$ cat src/rtl/sram_seq_pkg.sv
package sram_seq_pkg;

  typedef enum logic [2:0] {
    ST_IDLE    = 3'd0,
    ST_WSETUP  = 3'd1,
    ST_WPULSE  = 3'd2,
    ST_WHOLD   = 3'd3,
    ST_RACCESS = 3'd4,
    ST_DONE    = 3'd5
  } seq_state_t;

  function automatic int cycles_for(input int ns, input int clk_ns);
    return (ns + clk_ns - 1) / clk_ns;
  endfunction

  function automatic int max3(input int a, input int b, input int c);
    int m;
    m = (a > b) ? a : b;
    return (m > c) ? m : c;
  endfunction

endpackage

$ cat src/rtl/sram_phase_timer.sv
module sram_phase_timer #(
  parameter int CNT_W = 4
) (
  input  logic             clk,
  input  logic             rst_n,
  input  logic             load,
  input  logic [CNT_W-1:0] load_val,
  output logic             last
);
  logic [CNT_W-1:0] cnt;

  always_ff @(posedge clk or negedge rst_n) begin
    if (!rst_n)            cnt <= '0;
    else if (load)         cnt <= load_val;
    else if (cnt != '0)    cnt <= cnt - 1'b1;
  end

  assign last = (cnt == '0);
endmodule

$ cat src/rtl/sram_lane_unit.sv
module sram_lane_unit #(
  parameter int LANES  = 2,
  parameter int LANE_W = 8
) (
  input  logic                    clk,
  input  logic                    rst_n,
  input  logic                    active,
  input  logic                    capture,
  input  logic [LANES-1:0]        mask,
  input  logic [LANES*LANE_W-1:0] dq_in,
  output logic [LANES-1:0]        lane_n,
  output logic [LANES*LANE_W-1:0] rdata
);
  for (genvar i = 0; i < LANES; i++) begin : g_lane
    assign lane_n[i] = ~(active & mask[i]);

    always_ff @(posedge clk or negedge rst_n) begin
      if (!rst_n)
        rdata[i*LANE_W +: LANE_W] <= '0;
      else if (capture)
        rdata[i*LANE_W +: LANE_W] <= mask[i] ? dq_in[i*LANE_W +: LANE_W] : '0;
    end
  end
endmodule

$ cat src/rtl/sram_byte_seq.sv
module sram_byte_seq
  import sram_seq_pkg::*;
#(
  parameter int ADDR_W  = 18,
  parameter int LANE_W  = 8,
  parameter int LANES   = 2,
  parameter int CLK_NS  = 20,
  parameter int T_WP_NS = 45,
  parameter int T_BW_NS = 60,
  parameter int T_SD_NS = 30,
  parameter int T_RC_NS = 45
) (
  input  logic                    clk,
  input  logic                    rst_n,
  input  logic                    req_valid,
  output logic                    req_ready,
  input  logic                    req_write,
  input  logic [ADDR_W-1:0]       req_addr,
  input  logic [LANES*LANE_W-1:0] req_wdata,
  input  logic [LANES-1:0]        req_mask,
  output logic                    rsp_done,
  output logic [LANES*LANE_W-1:0] rsp_rdata,
  output logic [ADDR_W-1:0]       mem_addr,
  output logic [LANES*LANE_W-1:0] mem_dq_out,
  output logic                    mem_dq_oe,
  input  logic [LANES*LANE_W-1:0] mem_dq_in,
  output logic                    mem_ce_n,
  output logic                    mem_we_n,
  output logic                    mem_oe_n,
  output logic                    mem_lb_n,
  output logic                    mem_ub_n
);
  localparam int DATA_W = LANES * LANE_W;
  localparam int WR_CYC = max3(cycles_for(T_WP_NS, CLK_NS),
                               cycles_for(T_BW_NS, CLK_NS),
                               cycles_for(T_SD_NS, CLK_NS));
  localparam int RD_CYC = cycles_for(T_RC_NS, CLK_NS);
  localparam int MAX_CYC = (WR_CYC > RD_CYC) ? WR_CYC : RD_CYC;
  localparam int CNT_W  = $clog2(MAX_CYC + 1);
  localparam logic [CNT_W-1:0] WR_LOAD = CNT_W'(WR_CYC - 1);
  localparam logic [CNT_W-1:0] RD_LOAD = CNT_W'(RD_CYC - 1);

  seq_state_t        state, state_nxt;
  logic              wr_q;
  logic [ADDR_W-1:0] addr_q;
  logic [DATA_W-1:0] wdata_q;
  logic [LANES-1:0]  mask_q;
  logic              accept;
  logic              t_load;
  logic [CNT_W-1:0]  t_val;
  logic              t_last;
  logic              mem_active;
  logic              rd_capture;
  logic [LANES-1:0]  lane_n;

  assign req_ready = (state == ST_IDLE);
  assign accept    = req_valid & req_ready;

  always_ff @(posedge clk or negedge rst_n) begin
    if (!rst_n) begin
      wr_q    <= 1'b0;
      addr_q  <= '0;
      wdata_q <= '0;
      mask_q  <= '0;
    end else if (accept) begin
      wr_q    <= req_write;
      addr_q  <= req_addr;
      wdata_q <= req_wdata;
      mask_q  <= req_mask;
    end
  end

  always_comb begin
    state_nxt = state;
    t_load    = 1'b0;
    t_val     = RD_LOAD;
    unique case (state)
      ST_IDLE: if (accept) begin
        if (req_write) state_nxt = ST_WSETUP;
        else begin
          state_nxt = ST_RACCESS;
          t_load    = 1'b1;
          t_val     = RD_LOAD;
        end
      end
      ST_WSETUP: begin
        state_nxt = ST_WPULSE;
        t_load    = 1'b1;
        t_val     = WR_LOAD;
      end
      ST_WPULSE:  if (t_last) state_nxt = ST_WHOLD;
      ST_WHOLD:   state_nxt = ST_DONE;
      ST_RACCESS: if (t_last) state_nxt = ST_DONE;
      ST_DONE:    state_nxt = ST_IDLE;
      default:    state_nxt = ST_IDLE;
    endcase
  end

  always_ff @(posedge clk or negedge rst_n) begin
    if (!rst_n) state <= ST_IDLE;
    else        state <= state_nxt;
  end

  sram_phase_timer #(.CNT_W(CNT_W)) u_timer (
    .clk      (clk),
    .rst_n    (rst_n),
    .load     (t_load),
    .load_val (t_val),
    .last     (t_last)
  );

  assign mem_active = (state == ST_WSETUP) || (state == ST_WPULSE) ||
                      (state == ST_WHOLD)  || (state == ST_RACCESS);
  assign rd_capture = (state == ST_RACCESS) && t_last;

  sram_lane_unit #(.LANES(LANES), .LANE_W(LANE_W)) u_lanes (
    .clk     (clk),
    .rst_n   (rst_n),
    .active  (mem_active),
    .capture (rd_capture),
    .mask    (mask_q),
    .dq_in   (mem_dq_in),
    .lane_n  (lane_n),
    .rdata   (rsp_rdata)
  );

  assign mem_addr   = addr_q;
  assign mem_dq_out = wdata_q;
  assign mem_dq_oe  = (state == ST_WPULSE) && wr_q;
  assign mem_ce_n   = ~mem_active;
  assign mem_we_n   = ~(state == ST_WPULSE);
  assign mem_oe_n   = ~(state == ST_RACCESS);
  assign mem_lb_n   = lane_n[0];
  assign mem_ub_n   = lane_n[LANES-1];
  assign rsp_done   = (state == ST_DONE);
endmodule

$ cat config.mk
export PLATFORM = sky130hd
export DESIGN_NAME = sram_byte_seq
export DESIGN_NICKNAME = d
export VERILOG_FILES = /design/src/rtl/sram_seq_pkg.sv /design/src/rtl/sram_phase_timer.sv /design/src/rtl/sram_lane_unit.sv /design/src/rtl/sram_byte_seq.sv
export SDC_FILE = /design/constraint.sdc
export NUM_CORES = 1
export LEC_CHECK = 0
export ABC_AREA = 0
export ABC_CLOCK_PERIOD_IN_PS = 2100
export BUFFER_PORTS_ARGS = -buffer_cell sky130_fd_sc_hd__buf_4
export CELL_PAD_IN_SITES_DETAIL_PLACEMENT = 2
export CELL_PAD_IN_SITES_GLOBAL_PLACEMENT = 2
export CORE_UTILIZATION = 27
export CTS_CLUSTER_DIAMETER = 120
export CTS_CLUSTER_SIZE = 28
export DETAILED_ROUTE_END_ITERATION = 8
export GPL_ROUTABILITY_DRIVEN = 1
export PLACE_DENSITY_LB_ADDON = 0.1
export SLEW_MARGIN = 5
export SYNTH_ARGS = -nofsm -noshare
export SYNTH_HDL_FRONTEND = slang
export SYNTH_SLANG_ARGS = --single-unit
$ cat constraint.sdc
create_clock -name clk -period 2.1 [get_ports clk]
set_input_delay 0.21 -clock clk [delete_from_list [all_inputs] [get_ports clk]]
set_output_delay 0.21 -clock clk [all_outputs]
set_load 0.02 [all_outputs]
; Yosys cells after proc, flatten, opt, wreduce, memory -nomap -nowiden
; Cells that the tools add are included.
[word_totals]
wordCells = 47
regBits = 58
[op_classes]
add_sub_neg = 1
muxes = 12
bitwise_logic = 8
eq_ne = 8
reduce_logical = 10
[op_table]
columns = op, n
row1 = $mux W8, 2
row2 = $pmux W3 S5, 1
row3 = $mux W3, 4
row4 = $eq A3 B2 Y1 const B, 2
row5 = $eq A3 B3 Y1 const B, 2
row6 = $not A1 Y1, 5
row7 = $mux W2, 2
row8 = $ne A2 B2 Y1 const B, 2
row9 = $reduce_bool A2 Y1, 2
row10 = $and A1 B1 Y1, 3
row11 = $eq A3 B1 Y1 const B, 1
row12 = $logic_not A3 Y1, 1
row13 = $logic_or A1 B1 Y1, 3
row14 = $reduce_and A3 Y1, 1
row15 = $logic_and A1 B1 Y1, 2
row16 = $logic_not A2 Y1, 1
row17 = $mux W1, 2
row18 = $ne A2 B1 Y1 const B, 1
row19 = $pmux W1 S2, 1
row20 = $sub A2 B1 Y2 const B, 1

; Logic depth before layout (Yosys ltp)
; Gate-level depths: netlist (run 1).
[logic_depth]
ltp_word = 6
depth_mapped = 6

; Modules after synthesis
; Synthesis (run 1) repeated with hierarchy kept, for this count alone.
[unflattened]
cells_unflattened = 191
hier_area_um2 = 2388.5
[modules_own_cells]
columns = module, area_per_inst_um2, cells_each, instances, seq_area_each_um2
row1 = sram_byte_seq, 1616.6, 108, 1, 1001.0
row2 = sram_lane_unit, 658.1, 71, 1, 400.4
row3 = sram_phase_timer, 113.9, 12, 1, 50.0

; Least setup slack after synthesis (run 1)
; Ideal clock, no wire load.
[synth_path]
path_kind = reg2reg
start = register state[0]
end = register mask_q[1]
t_arrival_ns = 1.396
slack_ns = 0.576
setup_time_ns = 0.127
stages_incl_launch_ff = 6
period_less_slack_ns = 1.524
n_path_buf = 3
path_cell_list = dfrtp_1 > buf_6 > nor4b_4 > buf_6 > buf_6 > mux2_1
[synth_between]
elab_chain_len = 2
[synth_lines]
columns = item, line_no
row1 = from (decl), sram_byte_seq.sv:43  ; seq_state_t state, state_nxt;
row2 = from (signal assigned), sram_byte_seq.sv:101  ; else state <= state_nxt;
row3 = $logic_not A3 Y1, sram_byte_seq.sv:56  ; assign req_ready = (state == ST_IDLE);
row4 = $and A1 B1 Y1, sram_byte_seq.sv:57  ; assign accept = req_valid & req_ready;
row5 = to (signal assigned), sram_byte_seq.sv:69  ; mask_q <= req_mask;
row6 = to (decl), sram_byte_seq.sv:47  ; logic [LANES-1:0] mask_q;
; No other way between the ends.
; A chain may end at the register's enable or synchronous reset.

; Worst setup path in the final report (run 1)
[layout_path]
start = register state[0]
end = output mem_lb_n
[layout_between]
elab_chain_len = 6
word_cells_on_any_way = 9
classes_between = eq/ne (4) / bitwise (2) / reduce/logical (3)
[layout_lines]
columns = item, line_no
row1 = $eq A3 B1 Y1 / $eq A3 B2 Y1 (equally long branches), sram_byte_seq.sv:112  ; assign mem_active = (state == ST_WSETUP) || (state == ST_WPULSE) ||
row2 = $logic_or A1 B1 Y1 (2 in a row), sram_byte_seq.sv:112
row3 = $logic_or A1 B1 Y1 (*), sram_byte_seq.sv:113  ; (state == ST_WHOLD) || (state == ST_RACCESS);
row4 = $and A1 B1 Y1 (*), sram_lane_unit.sv:15  ; assign lane_n[i] = ~(active & mask[i]);
row5 = $not A1 Y1 (*), sram_lane_unit.sv:15
row6 = to (decl), sram_byte_seq.sv:30  ; output logic mem_lb_n,
; Mark *: on every way between the ends. The rest lies on a longest branch, timed or not.

==> results of run 1 <==
[power by group through the flow]
| stage | combinational (mW) | clock, mW | sequential, mW |
|---|---|---|---|
| 2_1_floorplan | 1.06 | 0 | 2.45 |
| 3_3_place_gp | 2.59 | 0 | 2.02 |
| 3_5_place_dp | 2.64 | 0 | 2.05 |
| 4_1_cts | 2.65 | 1.18 | 2.03 |
| 5_1_grt | 2.82 | 1.23 | 2.11 |
| 6_report | 2.59 | 1.14 | 2.02 |
[flip-flops by register name (all words and copies together), names as in the netlist]
| register | count |
|---|---|
| mem_addr | 18 |
| state | 3 |
| mem_dq_out | 16 |
| u_lanes.rdata | 16 |
| wr_q | 1 |
| mask_q | 2 |
| u_timer.cnt | 2 |
[how the worst max path moves through the flow]
stage	start	endpoint	slack, ps	depth (start not counted)
after floorplan	state[0]	mask_q[1]	580	5
after global placement	state[0]	mem_addr[12]	510	3
after detailed placement	state[0]	mem_addr[1]	450	3
after CTS	state[0]	mem_lb_n	330	4
after global routing	state[0]	mem_ub_n	230	4
final	state[0]	mem_lb_n	360	4
[layout by cell type (no fill, tap or decap), drive strengths merged]
master,netlist,final
bufinv,0,2
ha,1,1
o21ai,20,20
nand3,1,1
nand4bb,1,1
clkbuf,3,10
clkinvlp,0,3
dlygate4sd3,0,1
dfrtp,58,58
nor4b,1,1
o211ai,1,1
mux2,36,36
nor2,4,4
nor3,1,1
inv,4,4
nor2b,2,2
nand2b,1,1
and3b,1,1
clkinv,0,1
nand2,39,39
xnor2,3,3
buf,9,115
and2,1,1
[per-stage QoR]
stage | area, µm² | util, %
floorplan | 2340 | -
CTS | 3490 | 42.1
global placement | 3270 | 39.3
detailed placement | 3270 | 39.3
finish | 3490 | 42.1
global route | 3490 | 42.1
[worst max-delay path, stage by stage (launching register included)]
cell     delay (ps)
dfrtp_1         500
nor2_1          250
xnor2_1         200
nand2_1          90
buf_4           170
[area by class of cell]
cell class | instances | area (µm²) | area share (%)
Sequential cell | 58 | 1450 | 41.5
Clock inverter | 6 | 91.3 | 2.61
Tap cell | 105 | 131 | 3.76
Inverter | 4 | 15.0 | 0.430
Timing Repair Buffer | 116 | 886 | 25.3
Multi-Input combinational cell | 113 | 792 | 22.7
Clock buffer | 10 | 128 | 3.65
[logic make-up (layout without fill, tap and decap cells)]
group	after synthesis	in the layout	synth area share (%)
DFF	58	58	62.0
adders and majority gates	1	1	0.535
muxes	36	36	17.3
and+or+nand+nor	52	52	10.3
xor gates and xnor gates	3	3	1.12
buffers and inverters	16	136	4.12
AOI/OAI and AO/OA	21	21	4.60
[timing repair]
action	in CTS	in global routing
gates resized for setup	0	0
endpoints found under the hold margin	58	0
hold buffers	1	0
[layer usage]
layer | global-route usage [%] | part of all wire [%] | vias to the layer above | wire [µm]
met1 | 17.4 | 42 | 891 | 2530
met4 | 5.30 | 1.0 | 0 | 61
met2 | 22.1 | 49 | 62 | 2930
li1 | - | - | 850 | -
met3 | 6.46 | 8.4 | 7 | 509
met5 | 0 | 0 | - | 0
==> metrics, run 1 <==
CTS root buf clkbuf_8; antenna violations before repair 0; Final Skew ~13 ps; worst path required time 1890 ps; Worst R2R End mem_addr[1]; Worst Setup End Kind output port; Worst Hold Depth 2; final RePlAce weighted congestion between 0.6 and 0.7; Rel. slew slack about half; hold path startpoint req_addr[5]; PortBufs 113; Post-DP HPWL 4.30 mm; Gate Count Post-Synth approximately 190; fin cells 412; CTS Buf Count 9; Seq pwr share between 30% and 40%; Hold Slack roughly 86 ps; main area contributors after synthesis dfrtp_1 (62%), mux2_1 (8.7%), mux2_2 (8.7%); R2R cell count 3; area grow syn2layout 49.4%; Setup Crit Path Kind flip-flop to output port; Final setup viols 0; ratio of cells with drive above 1 in the final layout roughly 49%; FF+latch count, synth 58; clock share of power 19.8%; syn_nets about 240; Final Max Tran Viols 0; clock tree from TritonCTS built; top post-synthesis cells by count dfrtp_1 (58), nand2_1 (39), o21ai_0 (20); number of H-tree levels 3; top-count cell post-synth dfrtp_1; register area share after synthesis about 62%; Max Fclk about 580 MHz; Sw Share between 30% and 40%; Worst Hold End mem_addr[5]; vias in the first global route about 1.9k; Static Leakage between 1.5 and 2 nW; final critical-path required period between 1500 and 2000 ps; row cnt 33; status completed; Unique masters post-synth 23; Total Power ~5.7 mW; clk sinks 58; postcts setup bufs 0; RSZ-0062 raised after global routing false; Mapped Area approximately 2300 µm²; Post-synth EDFFs 0; ant diodes 0; worst slew pin tran between 700 and 800 ps; Net Sw Power about 2.2 mW; Die ar. roughly 9000 µm²; clk buf depth 2; WL per Instance about 15 µm; Final ANT Viol Nets 0; Reg clk slew, reported paths 70 ps; setup_tns 0 ps; die height ~95 µm; VDD IR-drop max 594 µV; Total Wirelength around 6 mm; vias per std cell 4.39; Final Cycle Share 82.7%; GRT Overall Usage 14.3%; DR pass1 iterations 5; initial drt markers slightly above 50; first-pass GRT wire length 9.68 mm; via count about 1.8k; P_int approximately 3.5 mW; Core Region around 8300 µm²; Arr. time, crit path between 1500 and 2000 ps; DRC Markers 0; slack of the worst reg-to-reg path 470 ps; Final WS setup 362 ps; Ys Warns 0; r2r startpoint state[0]; Crit Path Max Fanout 10; Setup crit start kind flip-flop; total congestion overflow 0; Initial Util between 20% and 30%; fillcell total approximately 900; Die X 95.1 µm; average size of a mapped cell 12.5 µm²; # IOs around 110; Max-Cap Viols 0; Comb power frac 45.2%; Clk Latency, worst-skew pair roughly 330 ps; ys async rst share between 90% and 100%; pre-CTS WS around 450 ps; worst min path class primary input to flip-flop; top-area cell type share of the netlist area 62.0%; largest net degree at the start of global routing between 50 and 60; Placed Cells 395; Hold Fails Final Rpt 0; Synth area leader dfrtp_1; Power Density about 1600 nW/µm²; nets about 360; ys flop type dfrtp_1
Note: power is estimated with default switching activity, not from simulation.
==> run 2, diff against run 1 <==
Settings changed: ABC_AREA 0 to 1, ABC_CLOCK_PERIOD_IN_PS 2100 to 1500, CORE_UTILIZATION 27 to 23.
Clock period 2.1 ns to 1.5 ns, I/O delays scaled along.
==> metrics, run 2 <==
Seq pwr share 33.5% (-1.6 points); nets 469 (+31%); fin cells 549 (+33%); Arr. time, crit path 1350 ps (-180 ps); Reg clk slew, reported paths 70 ps (about the same); Initial Util 24.1% (-4.1 points); Power Density 2210 nW/µm² (+35%); clock tree from TritonCTS built; Most Used Layer, Global Route met2; slack of the worst reg-to-reg path 90 ps (-380 ps); clk sinks 58 (unchanged); most frequent cells in the layout nand2_1 (135), buf_4 (117), dfrtp_1 (55); DRC Markers 0 (unchanged); Post-synth EDFFs 0 (unchanged); Worst R2R End mem_dq_out[3]; Unique masters post-synth 19 (-17%); vias in the first global route 2582 (+33%); Placed Cells 517 (+31%); final critical-path required period 1500 ps; Clk Latency, worst-skew pair 330 ps (about the same); first-pass GRT wire length 12.7 mm (+32%); ratio of cells with drive above 1 in the final layout 37.5% (-11 points); Mapped Area 2390 µm² (+2.4%); Final Cycle Share 100%; R2R cell count 7 (+4); average size of a mapped cell 8.68 µm² (-31%); main area contributors after synthesis dfrtp_1 (61%), nand2_1 (21%), nand3_1 (5.0%); syn_nets 333 (+36%); worst path required time 1350 ps (-540 ps); area grow syn2layout 61.0%; Area after DPL 3400 µm² (+4.1%); Worst Hold Depth 3 (+1); P_int 4.92 mW (+39%); Rel. slew slack 66.2% (+17 points); total congestion overflow 0 (unchanged); grt met3 use 4.64% (-1.8 points); DR pass1 iterations 4 (-1); Die X 104 µm (+9.4%); top post-synthesis cells by count nand2_1 (137), dfrtp_1 (58), nand3_1 (24); Final Skew 6.68 ps (-6.52 ps); Ys Warns 0 (unchanged); vias per std cell 4.34 (-1.3%); Sw Share 42.3% (+4.1 points); Worst Hold End mem_addr[3]; Setup Crit Path Kind flip-flop to output port; status finished, violations left; clk buf depth 2 (unchanged); Die ar. 10800 µm² (+20%); Core Region 9950 µm² (+20%); Net Sw Power 3.61 mW (+64%); die height 104 µm (+9.4%); clock share of power 17.7% (-2.1 points); ant diodes 0 (unchanged); Comb power frac 48.8% (+3.6 points); Final Max Tran Viols 0 (unchanged); ys flop type dfrtp_1; largest net degree at the start of global routing 37 (-37%); Total Wirelength 7.72 mm (+28%); Worst Setup End Kind output port; Max-Cap Viols 0 (unchanged); register area share after synthesis 60.6% (-1.4 points); number of H-tree levels 3 (unchanged); met2 Resource Use GR 24.4% (+2.2 points); worst slew pin tran 506 ps (-252 ps); Static Leakage 2.11 nW (+25%); Gate Count Post-Synth 276 (+48%); # IOs 114 (unchanged); antenna violations before repair 0 (unchanged); CTS root buf clkbuf_8; PortBufs 113 (unchanged); GRT Overall Usage 15.0% (+0.71 points); violated checks setup timing; initial drt markers 37 (-27%); Setup crit start kind flip-flop; GR Layer Usage met1 18.1% (+0.69 points); RSZ-0062 raised after global routing true; final RePlAce weighted congestion 0.681 (+8.8%); Hold Fails Final Rpt 0 (unchanged); via count 2381 (+32%); Final WS setup -3.42 ps (-366 ps); hold path startpoint req_addr[3]; Final ANT Viol Nets 0 (unchanged); FF+latch count, synth 58 (unchanged); commonest non-fill, non-tap cell in the layout nand2_1; WL per Instance 14.1 µm (-4.0%); VDD IR-drop max 746 µV (+26%); Post-DP HPWL 5.41 mm (+26%); Crit Path Max Fanout 12 (+2); top-area cell type share of the netlist area 60.6% (-1.4 points); row cnt 36 (+9.1%); CTS Buf Count 9 (unchanged); Final setup viols 1 (+1); top-count cell post-synth nand2_1; r2r startpoint state[0]; worst min path class primary input to flip-flop; Synth area leader dfrtp_1; Max Fclk 665 MHz; fin area 3850 µm² (+10%); ys async rst share 100% (unchanged); Largest register FFs 18 (unchanged)
-- run 2: worst max-delay path, stage by stage (launching register included) --
cell and delay (ps):
dfrtp_2 470, nor2_4 170, nand2_4 80, buf_6 150
buf_4 150
-- run 2: kinds of logic after synthesis --
| group | share of synthesized area (%) |
|---|---|
| buffers and inverters | 5.17 |
| adder cells (fa/ha/maj) | 0.522 |
| flip-flops | 60.6 |
| AO/OA/AOI/OAI | 4.08 |
| XOR/XNOR | 0.366 |
| AND/OR/NAND/NOR | 29.3 |
-- run 2: layer usage --
layer | vias up | part of all wire, %
li1 | 1129 | -
met1 | 1167 | 42
met2 | 76 | 49
met3 | 9 | 7.1
met4 | 0 | 1.6
met5 | - | 0
-- run 2: power by group through the flow --
stage | clock, mW | sequential [mW] | combinational (mW)
after floorplan | 0 | 3.45 | 1.56
after global placement | 0 | 2.82 | 3.89
after detailed placement | 0 | 2.85 | 3.99
after CTS | 1.59 | 2.87 | 4.14
after global routing | 1.65 | 2.97 | 4.58
final | 1.51 | 2.86 | 4.17
-- run 2: metrics by stage --
step | power [mW] | hold slack [ps] | util (%) | TNS, ps | setup slack [ps]
final | 8.54 | 17.8 | 38.7 | -3.42 | -3.42
after global placement | 6.71 | 161 | 34.2 | 0 | 74.5
after CTS | 8.60 | 0.177 | 38.3 | -49.7 | -22.2
after detailed placement | 6.83 | 155 | 34.2 | -1470 | -60.5
after floorplan | 5.00 | -146 | - | 0 | 205
after global routing | 9.19 | 6.38 | 38.7 | -368 | -51.8
-- run 2: cell type report --
type                       instances  area (µm²)
clock buffer                      13         169
clock inverter                     2        35.0
fill                            1135        6100
inverter                          11        43.8
multi-input combinational        194         871
sequential                        58        1460
tap                              133         166
timing repair buffer             138        1110
-- run 2: what timing repair did --
item,4_1_cts,5_1_grt
setup buffers,2,1
endpoints found under the hold margin,46,0
endpoints found under the setup margin,47,27
hold buffers,14,0
gates cloned,0,0
resized for setup,17,7
pin swaps,1,1
-- run 2: how the worst max path moves through the flow --
stage,startpoint,to,cells after the start
6_report,state[1],mem_oe_n,4
5_1_grt,state[0],mem_oe_n,4
2_1_floorplan,state[0],mem_dq_oe,3
4_1_cts,state[1],mem_lb_n,5
3_5_place_dp,state[0],mem_addr[6],6
3_3_place_gp,state[0],mem_addr[3],6
